File: src/rtl/dws_pkg.sv
package dws_pkg;

    localparam logic [5:0] LEG_MAJOR = 6'b111110;
    localparam logic [5:0] REV_MAJOR = 6'b010010;
    localparam logic [4:0] REV_MINOR = 5'b01111;
    localparam int         REG_IW    = 5;
    localparam int         OFS_W     = 16;
    localparam int         SWAP_BIT  = 2;

    typedef enum logic [1:0] {
        SQ_IDLE = 2'd0,
        SQ_LO   = 2'd1,
        SQ_HI   = 2'd2
    } sq_state_t;

    typedef struct packed {
        logic                legal;
        logic [REG_IW-1:0]   rt;
        logic [REG_IW-1:0]   base;
        logic [OFS_W-1:0]    ofs;
    } dec_t;

    function automatic dec_t decode_insn(input logic rev, input logic [31:0] w);
        dec_t d;
        d = '0;
        if (!rev) begin
            d.legal = (w[31:26] == LEG_MAJOR);
            d.base  = w[25:21];
            d.rt    = w[20:16];
            d.ofs   = w[15:0];
        end else begin
            d.legal = (w[31:26] == REV_MAJOR) && (w[25:21] == REV_MINOR);
            d.rt    = w[20:16];
            d.base  = w[15:11];
            d.ofs   = {{(OFS_W-11){w[10]}}, w[10:0]};
        end
        return d;
    endfunction

endpackage

File: src/rtl/dws_decode.sv
module dws_decode
    import dws_pkg::*;
#(
    parameter int AW = 32
) (
    input  logic              enc_rev,
    input  logic [31:0]       instr_word,
    input  logic [AW-1:0]     gpr_val,
    output logic [REG_IW-1:0] gpr_idx,
    output logic [REG_IW-1:0] rt,
    output logic              legal,
    output logic              fault,
    output logic [AW-1:0]     ea
);
    localparam int EXT_W = AW - OFS_W;

    dec_t dec;

    always_comb begin
        dec     = decode_insn(enc_rev, instr_word);
        gpr_idx = dec.base;
        rt      = dec.rt;
        legal   = dec.legal;
        ea      = gpr_val + {{EXT_W{dec.ofs[OFS_W-1]}}, dec.ofs};
        fault   = !enc_rev && (ea[2:0] != 3'b000);
    end
endmodule

File: src/rtl/dws_issue.sv
module dws_issue
    import dws_pkg::*;
#(
    parameter int AW = 32
) (
    input  logic              clk,
    input  logic              rst,
    input  logic              instr_valid,
    input  logic              legal,
    input  logic              fault,
    input  logic [REG_IW-1:0] rt,
    input  logic [AW-1:0]     ea,
    input  logic              swap,
    input  logic              st_ready,
    output logic              busy,
    output logic              st_valid,
    output logic [AW-1:0]     st_addr,
    output logic [REG_IW-1:0] cop_idx,
    output logic              done,
    output logic              addr_err,
    output logic              resv_instr
);
    localparam logic [AW-1:0] WORD_FLIP = AW'(1) << SWAP_BIT;

    sq_state_t         state;
    logic [AW-1:0]     lo_addr;
    logic [REG_IW-1:0] rt_q;

    always_ff @(posedge clk) begin
        if (rst) begin
            state      <= SQ_IDLE;
            lo_addr    <= '0;
            rt_q       <= '0;
            done       <= 1'b0;
            addr_err   <= 1'b0;
            resv_instr <= 1'b0;
        end else begin
            done       <= 1'b0;
            addr_err   <= 1'b0;
            resv_instr <= 1'b0;
            case (state)
                SQ_IDLE: if (instr_valid) begin
                    if (!legal) begin
                        resv_instr <= 1'b1;
                    end else if (fault) begin
                        addr_err <= 1'b1;
                    end else begin
                        state   <= SQ_LO;
                        lo_addr <= swap ? (ea ^ WORD_FLIP) : ea;
                        rt_q    <= rt;
                    end
                end
                SQ_LO: if (st_ready) state <= SQ_HI;
                SQ_HI: if (st_ready) begin
                    state <= SQ_IDLE;
                    done  <= 1'b1;
                end
                default: state <= SQ_IDLE;
            endcase
        end
    end

    always_comb begin
        busy     = (state != SQ_IDLE);
        st_valid = busy;
        st_addr  = (state == SQ_HI) ? (lo_addr ^ WORD_FLIP) : lo_addr;
        cop_idx  = (state == SQ_HI) ? (rt_q + REG_IW'(1)) : rt_q;
    end


    st_hold_chk: assert property (@(posedge clk) disable iff (rst)
        (st_valid && !st_ready) |=> (st_valid && $stable(st_addr) && $stable(cop_idx)));


    pair_step_chk: assert property (@(posedge clk) disable iff (rst)
        (st_valid && st_ready && state == SQ_LO) |=>
            ((st_addr == ($past(st_addr) ^ WORD_FLIP)) &&
             (cop_idx == REG_IW'($past(cop_idx) + REG_IW'(1)))));


    done_pulse_chk: assert property (@(posedge clk) disable iff (rst)
        done |-> (!busy && !st_valid) ##1 !done);


    fault_quiet_chk: assert property (@(posedge clk) disable iff (rst)
        addr_err |-> (!st_valid && !resv_instr && !busy));


    resv_quiet_chk: assert property (@(posedge clk) disable iff (rst)
        resv_instr |-> (!st_valid && !busy));
endmodule

File: src/rtl/cp_dword_store_seq.sv
module cp_dword_store_seq
    import dws_pkg::*;
#(
    parameter int AW = 32
) (
    input  logic              clk,
    input  logic              rst,
    input  logic              enc_rev,
    input  logic              instr_valid,
    input  logic [31:0]       instr_word,
    output logic              busy,
    output logic [4:0]        gpr_idx,
    input  logic [AW-1:0]     gpr_val,
    input  logic              big_end,
    input  logic              rev_end,
    output logic [4:0]        cop_idx,
    input  logic [31:0]       cop_data,
    output logic              st_valid,
    input  logic              st_ready,
    output logic [AW-1:0]     st_addr,
    output logic [31:0]       st_data,
    output logic              done,
    output logic              addr_err,
    output logic              resv_instr
);
    logic [REG_IW-1:0] dec_rt;
    logic              dec_legal;
    logic              dec_fault;
    logic [AW-1:0]     dec_ea;

    dws_decode #(.AW(AW)) u_decode (
        .enc_rev    (enc_rev),
        .instr_word (instr_word),
        .gpr_val    (gpr_val),
        .gpr_idx    (gpr_idx),
        .rt         (dec_rt),
        .legal      (dec_legal),
        .fault      (dec_fault),
        .ea         (dec_ea)
    );

    dws_issue #(.AW(AW)) u_issue (
        .clk         (clk),
        .rst         (rst),
        .instr_valid (instr_valid),
        .legal       (dec_legal),
        .fault       (dec_fault),
        .rt          (dec_rt),
        .ea          (dec_ea),
        .swap        (big_end ^ rev_end),
        .st_ready    (st_ready),
        .busy        (busy),
        .st_valid    (st_valid),
        .st_addr     (st_addr),
        .cop_idx     (cop_idx),
        .done        (done),
        .addr_err    (addr_err),
        .resv_instr  (resv_instr)
    );

    assign st_data = cop_data;
endmodule

File: config.mk
export PLATFORM = sky130hd
export DESIGN_NAME = cp_dword_store_seq
export DESIGN_NICKNAME = d
export VERILOG_FILES = /design/src/rtl/dws_pkg.sv /design/src/rtl/dws_decode.sv /design/src/rtl/dws_issue.sv /design/src/rtl/cp_dword_store_seq.sv
export SDC_FILE = /design/constraint.sdc
export NUM_CORES = 1
export LEC_CHECK = 0
export BUFFER_PORTS_ARGS = -buffer_cell sky130_fd_sc_hd__buf_2
export CELL_PAD_IN_SITES_DETAIL_PLACEMENT = 0
export CELL_PAD_IN_SITES_GLOBAL_PLACEMENT = 2
export CORE_MARGIN = 2
export CORE_UTILIZATION = 29
export DETAILED_ROUTE_END_ITERATION = 6
export PLACE_DENSITY_LB_ADDON = 0.1
export SYNTH_ARGS = -nofsm -noshare
export SYNTH_HDL_FRONTEND = slang
export SYNTH_HIERARCHICAL = 1
export SYNTH_SLANG_ARGS = --single-unit
File: constraint.sdc
create_clock -name clk -period 8.75 [get_ports clk]
set_input_delay 1.3125 -clock clk [delete_from_list [all_inputs] [get_ports clk]]
set_output_delay 1.3125 -clock clk [all_outputs]
set_load 0.01 [all_outputs]
Word level (Yosys, flattened, before mapping)
Cells that the tools add are included.

cells by class
  add/subtract/negate cells = 2
  eq/ne operators = 10
  mux-type cells = 13
  bitwise logic cells = 8
  reduce and logical (&&, ||, !) cells = 11

operator list
  operator             count
  $add 32x32->32       1
  $mux 27              1
  $mux 2               5
  $ne 2x2->1 const B   5
  $not 1->1            7
  $eq 6x5->1 const B   1
  $eq 6x6->1 const B   1
  $mux 3               2
  $pmux 2 s3           1
  $add 5x1->5 const B  1
  $eq 5x4->1 const B   1
  $mux 5               1
  $reduce_and 5->1     1
  $reduce_and 4->1     1
  $reduce_or 4->1      1
  $mux 1               3
  $reduce_bool 3->1    1
  $reduce_or 3->1      1
  $eq 2x1->1 const B   1
  $eq 2x2->1 const B   1
  $logic_and 1x1->1    2
  $logic_not 2->1      1
  $reduce_bool 2->1    1
  $reduce_or 2->1      1
  2 further kinds      2

storage, ports and cells
  register bits after elaboration = 42
  output and inout port bits = 79

Depth between registers and ports, before layout
  depth after elaboration = 10
  mapped depth = 13
  mapped depth without buffers = 12

Cells and area by module
Netlist, hierarchy kept.

by module, submodules not included
  module              instances  cells an instance  area each (sq um)  seq. area each (sq um)
  dws_decode          1          299                2064.5             0.0
  dws_issue           1          223                2023.2             840.8
  cp_dword_store_seq  1          33                 249.0              0.0

Worst setup path before layout
OpenSTA, ideal clock, no wires.

  kind = input to register
  start point = input port instr_word[15]
  end point = register u_issue.lo_addr[24]
  setup time = 0.072 ns
  arrival = 4.626 ns
  setup slack = 4.052 ns
  cell stages on the path = 12
  buffers on the path = 0
  cells stage by stage = inv_1 o21ai_0 ha_1 a21oi_2 o21ai_2 a22o_1 a2111oi_4 a21oi_2 or4_1 nand3_1 nand2_1 mux2i_1

between the ends
  longest elaborated chain between the ends = 2

ends and longest elaborated chain
  item                  line                      source
  start, declared       cp_dword_store_seq.sv:10  input logic [31:0] instr_word,
  $mux 27               dws_pkg.sv:26             if (!rev) begin
  $add 32x32->32        dws_decode.sv:24          ea = gpr_val + {{EXT_W{dec.ofs[OFS_W-1]}}, dec.ofs};
  via dec_ea[24]        cp_dword_store_seq.sv:29  logic [AW-1:0] dec_ea;
  end signal, assigned  dws_issue.sv:49           lo_addr <= swap ? (ea ^ WORD_FLIP) : ea;
  end, declared         dws_issue.sv:26           logic [AW-1:0] lo_addr;

The timed path passes the listed nets, and every way through them passes these cells.
A chain may end at the register's enable or synchronous reset.

Worst setup path after layout
  start point = input port enc_rev
  end point = register u_issue.lo_addr[30]

between the ends
  elaborated cells between the ends (all ways) = 6

RTL lines
  item             line                      source
  start, declared  cp_dword_store_seq.sv:8   input logic enc_rev,
  $mux 27          dws_pkg.sv:26
  $add 32x32->32   dws_decode.sv:24
  via dec_ea[30]   cp_dword_store_seq.sv:29

The timed path passes the listed nets, and every way through them passes these cells.

==> results by group <==
Run status
  – Outcome: finished clean

STA
  – Slew HR: 37.8%
  – Final hold violations: 0
  – Setup violations, final: 0
  – Final TNS setup: 0 ns
  – Final worst-path cycle share: 48.5%
  – Final min period: 4.24 ns
  – Final Max Slew Viols: 0
  – Achievable frequency: 236 MHz
  – Worst hold margin: 0.454 ns
  – Setup Skew: 0.00320 ns
  – RSZ-0062 raised after global routing: no
  – Slew of the pin with the lowest slew margin: 0.909 ns
  – Final Worst Setup Slack: 4.51 ns

Logic synthesis
  – Number of synthesized flops with an enable pin: 0
  – Post-synthesis register bit count: 42
  – Register area share after synthesis: 19.4%
  – Synth warnings: 6
  – Async SR Flop Fraction: 0%
  – Top_reg_cell synth: dfxtp_1
  – Mapped Area: 0.00434 mm2
  – Share of the synthesized area in the top cell type: 19.4%
  – Mean Syn Cell Area: 7.81 um2
  – Syn nets: 691
  – Top cells by area, synth: dfxtp_1, buf_4, ha_1
  – Yosys cell types: 65
  – Post-synthesis cell count: 555
  – Synth area leader: dfxtp_1

Final layout
  – Fin nets: 723
  – Commonest non-fill, non-tap cells in the layout: buf_2, nand2_1, dfxtp_1
  – Share of cells above drive strength 1: 24.7%
  – Post-route cell area: 0.00471 mm2
  – Ant diodes: 0
  – Commonest non-fill, non-tap cell in the layout: buf_2
  – Area delta synth->final: 8.60%

Power
  – Leak: 2.22 nW
  – P per Cell Area: 142 mW/mm2
  – Power Total: 0.668 mW
  – Maximum vdd drop: 0.0000699 V

CTS
  – Total CTS buffers: 5
  – Post-CTS setup buffers: 0
  – H-Tree Depth: 2
  – Worst-case clock buffer depth: 2
  – # clock sinks: 42
  – CTS tree: built
  – Root buffer cell: clkbuf_16
  – CTS clk-pin slew, worst paths: 0.06 ns
  – Clk_lat worst skew: 0.28 ns
  – Hold Buf Count CTS: 0
  – CTS resizes: 0

GRT
  – Total GRT Usage: 14.8%
  – First-pass GRT wire length: 19400 um
  – Vias in the first global route: 3717
  – Initial antenna violation count: 0
  – Largest net degree at the start of global routing: 44
  – Remaining global-route overflow: 0

Run
  – MaxCap Viol Count: 0

Worst setup path
  – Worst endpoint required time: 8.98 ns
  – R2r setup slk: 6.34 ns
  – Worst-path fanout max: 17
  – FF-to-FF Start: u_issue/state[0]$_SDFFE_PP0P_
  – Arrival time worst endpoint: 4.47 ns
  – CP Class: input pin to flip-flop
  – R2R Path End: u_issue/lo_addr[27]$_SDFFE_PP0P_
  – Worst Setup End Kind: flip-flop
  – Startpoint types: input pin
  – Worst-case reg-to-reg path depth: 4

Min path
  – Min-delay src: u_issue/lo_addr[4]$_SDFFE_PP0P_
  – Hold Path Sink: u_issue/lo_addr[4]$_SDFFE_PP0P_
  – Hold-critical path depth: 2
  – Hold/Removal Path Class: flip-flop to flip-flop

Floorplanning
  – Initial Utilization: 29.7%
  – Die Wd: 126 um
  – Top-Level Pins: 182
  – Core area: 0.0146 mm2
  – Die Area: 0.0159 mm2
  – Cell Rows: 44
  – Die H: 126 um

Routing
  – Starting DRT DRC Count: 166
  – Final ANT Viol Nets: 0
  – DRT Pass-1 Iters: 5
  – Detailed-route DRC error count: 0
  – Drt total wl: 11800 um
  – Vias per cell: 4.91
  – Avg WL per Cell: 15.3 um
  – Via count: 3790

Place
  – DP Area: 0.00451 mm2
  – Dpl hpwl: 9490 um
  – I/O Buffers: 117
  – Routability Congestion: 0.869
  – Dpl ws: 4.17 ns
flip-flops by register name (all words and copies together), names as in the netlist:
signal	flops
u_issue/done	1
u_issue/resv_instr	1
u_issue/lo_addr	32
u_issue/addr_err	1
u_issue/rt_q	5
u_issue/state	2
layer usage:
| metal | GRT usage [%] | vias up | share of wire, % |
|---|---|---|---|
| met1 | 22.2 | 1726 | 52 |
| li1 | - | 1937 | - |
| met2 | 21.9 | 109 | 41 |
| met5 | 0 | - | 0 |
| met3 | 1.91 | 18 | 5.4 |
| met4 | 4.78 | 0 | 1.6 |
cell families after synthesis:
logic type               after synthesis  share of synthesized area [%]
AO/OA/AOI/OAI                        114                           19.0
XOR/XNOR                              28                           5.65
adder cells (fa/ha/maj)               33                           9.69
buffers and inverters                115                           17.1
flip-flops                            42                           19.4
multiplexers                          43                           10.1
AND/OR/NAND/NOR                      180                           19.1
worst max-delay path, cell delays in order:
cell and delay, ns:
buf_2 0.18, nand2_1 0.14, o21ai_1 0.08, buf_4 0.21, ha_1 0.52, a21oi_1 0.11
o21bai_1 0.21, a2111oi_0 0.13, o41ai_1 0.74, mux2i_1 0.27, o41ai_1 0.09, nor3_1 0.29
a31o_1 0.17
Yosys cell counts, drive strengths merged, types with 3 or more instances:
cell     count
mux2         6
o21ai       21
clkbuf      14
dfxtp       42
nor2        25
xnor2       16
inv         20
o21a         3
a21oi       30
nand2b       5
a31o         3
nand2       96
nand3        6
o2111a       3
and3         4
o21bai       4
o311a        3
xor2        12
and2         5
mux2i       37
a2111oi      5
or3          3
nor3        14
o211ai       6
buf         81
nor2b        7
a21o        12
ha          32
o211a        4
nor4         3
nand4        7
layout make-up:
type,instances,area (um2)
Clock buffer,6,139
Clock inverter,2,60.1
Fill cell,1594,9880
Inverter,20,75.1
Multi-Input combinational cell,398,2760
Sequential cell,42,841
Tap cell,184,230
Timing Repair Buffer,120,608
where the power goes:
group | internal, mW | switching (mW)
registers | 0.192 | 0.000283
clock network | 0.172 | 0.0816
logic | 0.0912 | 0.131
worst max-delay path by stage:
stage | start | endpoint | slack (ns) | cells past startpoint
after detailed placement | enc_rev | u_issue/lo_addr[30]$_SDFFE_PP0P_ | 4.17 | 13
final | enc_rev | u_issue/lo_addr[30]$_SDFFE_PP0P_ | 4.51 | 13
after floorplan | instr_word[15] | u_issue/lo_addr[24]$_SDFFE_PP0P_ | 4.05 | 12
after global placement | enc_rev | u_issue/lo_addr[30]$_SDFFE_PP0P_ | 4.24 | 13
after global routing | enc_rev | u_issue/lo_addr[30]$_SDFFE_PP0P_ | 4.24 | 13
after CTS | enc_rev | u_issue/lo_addr[30]$_SDFFE_PP0P_ | 4.45 | 13
stage by stage:
step | instances | util, %
detailed placement | 764 | 30.9
floorplan | 555 | -
CTS | 772 | 32.3
finish | 772 | 32.3
global placement | 764 | 30.9
global route | 772 | 32.3
(Power assumes the default switching activity.)
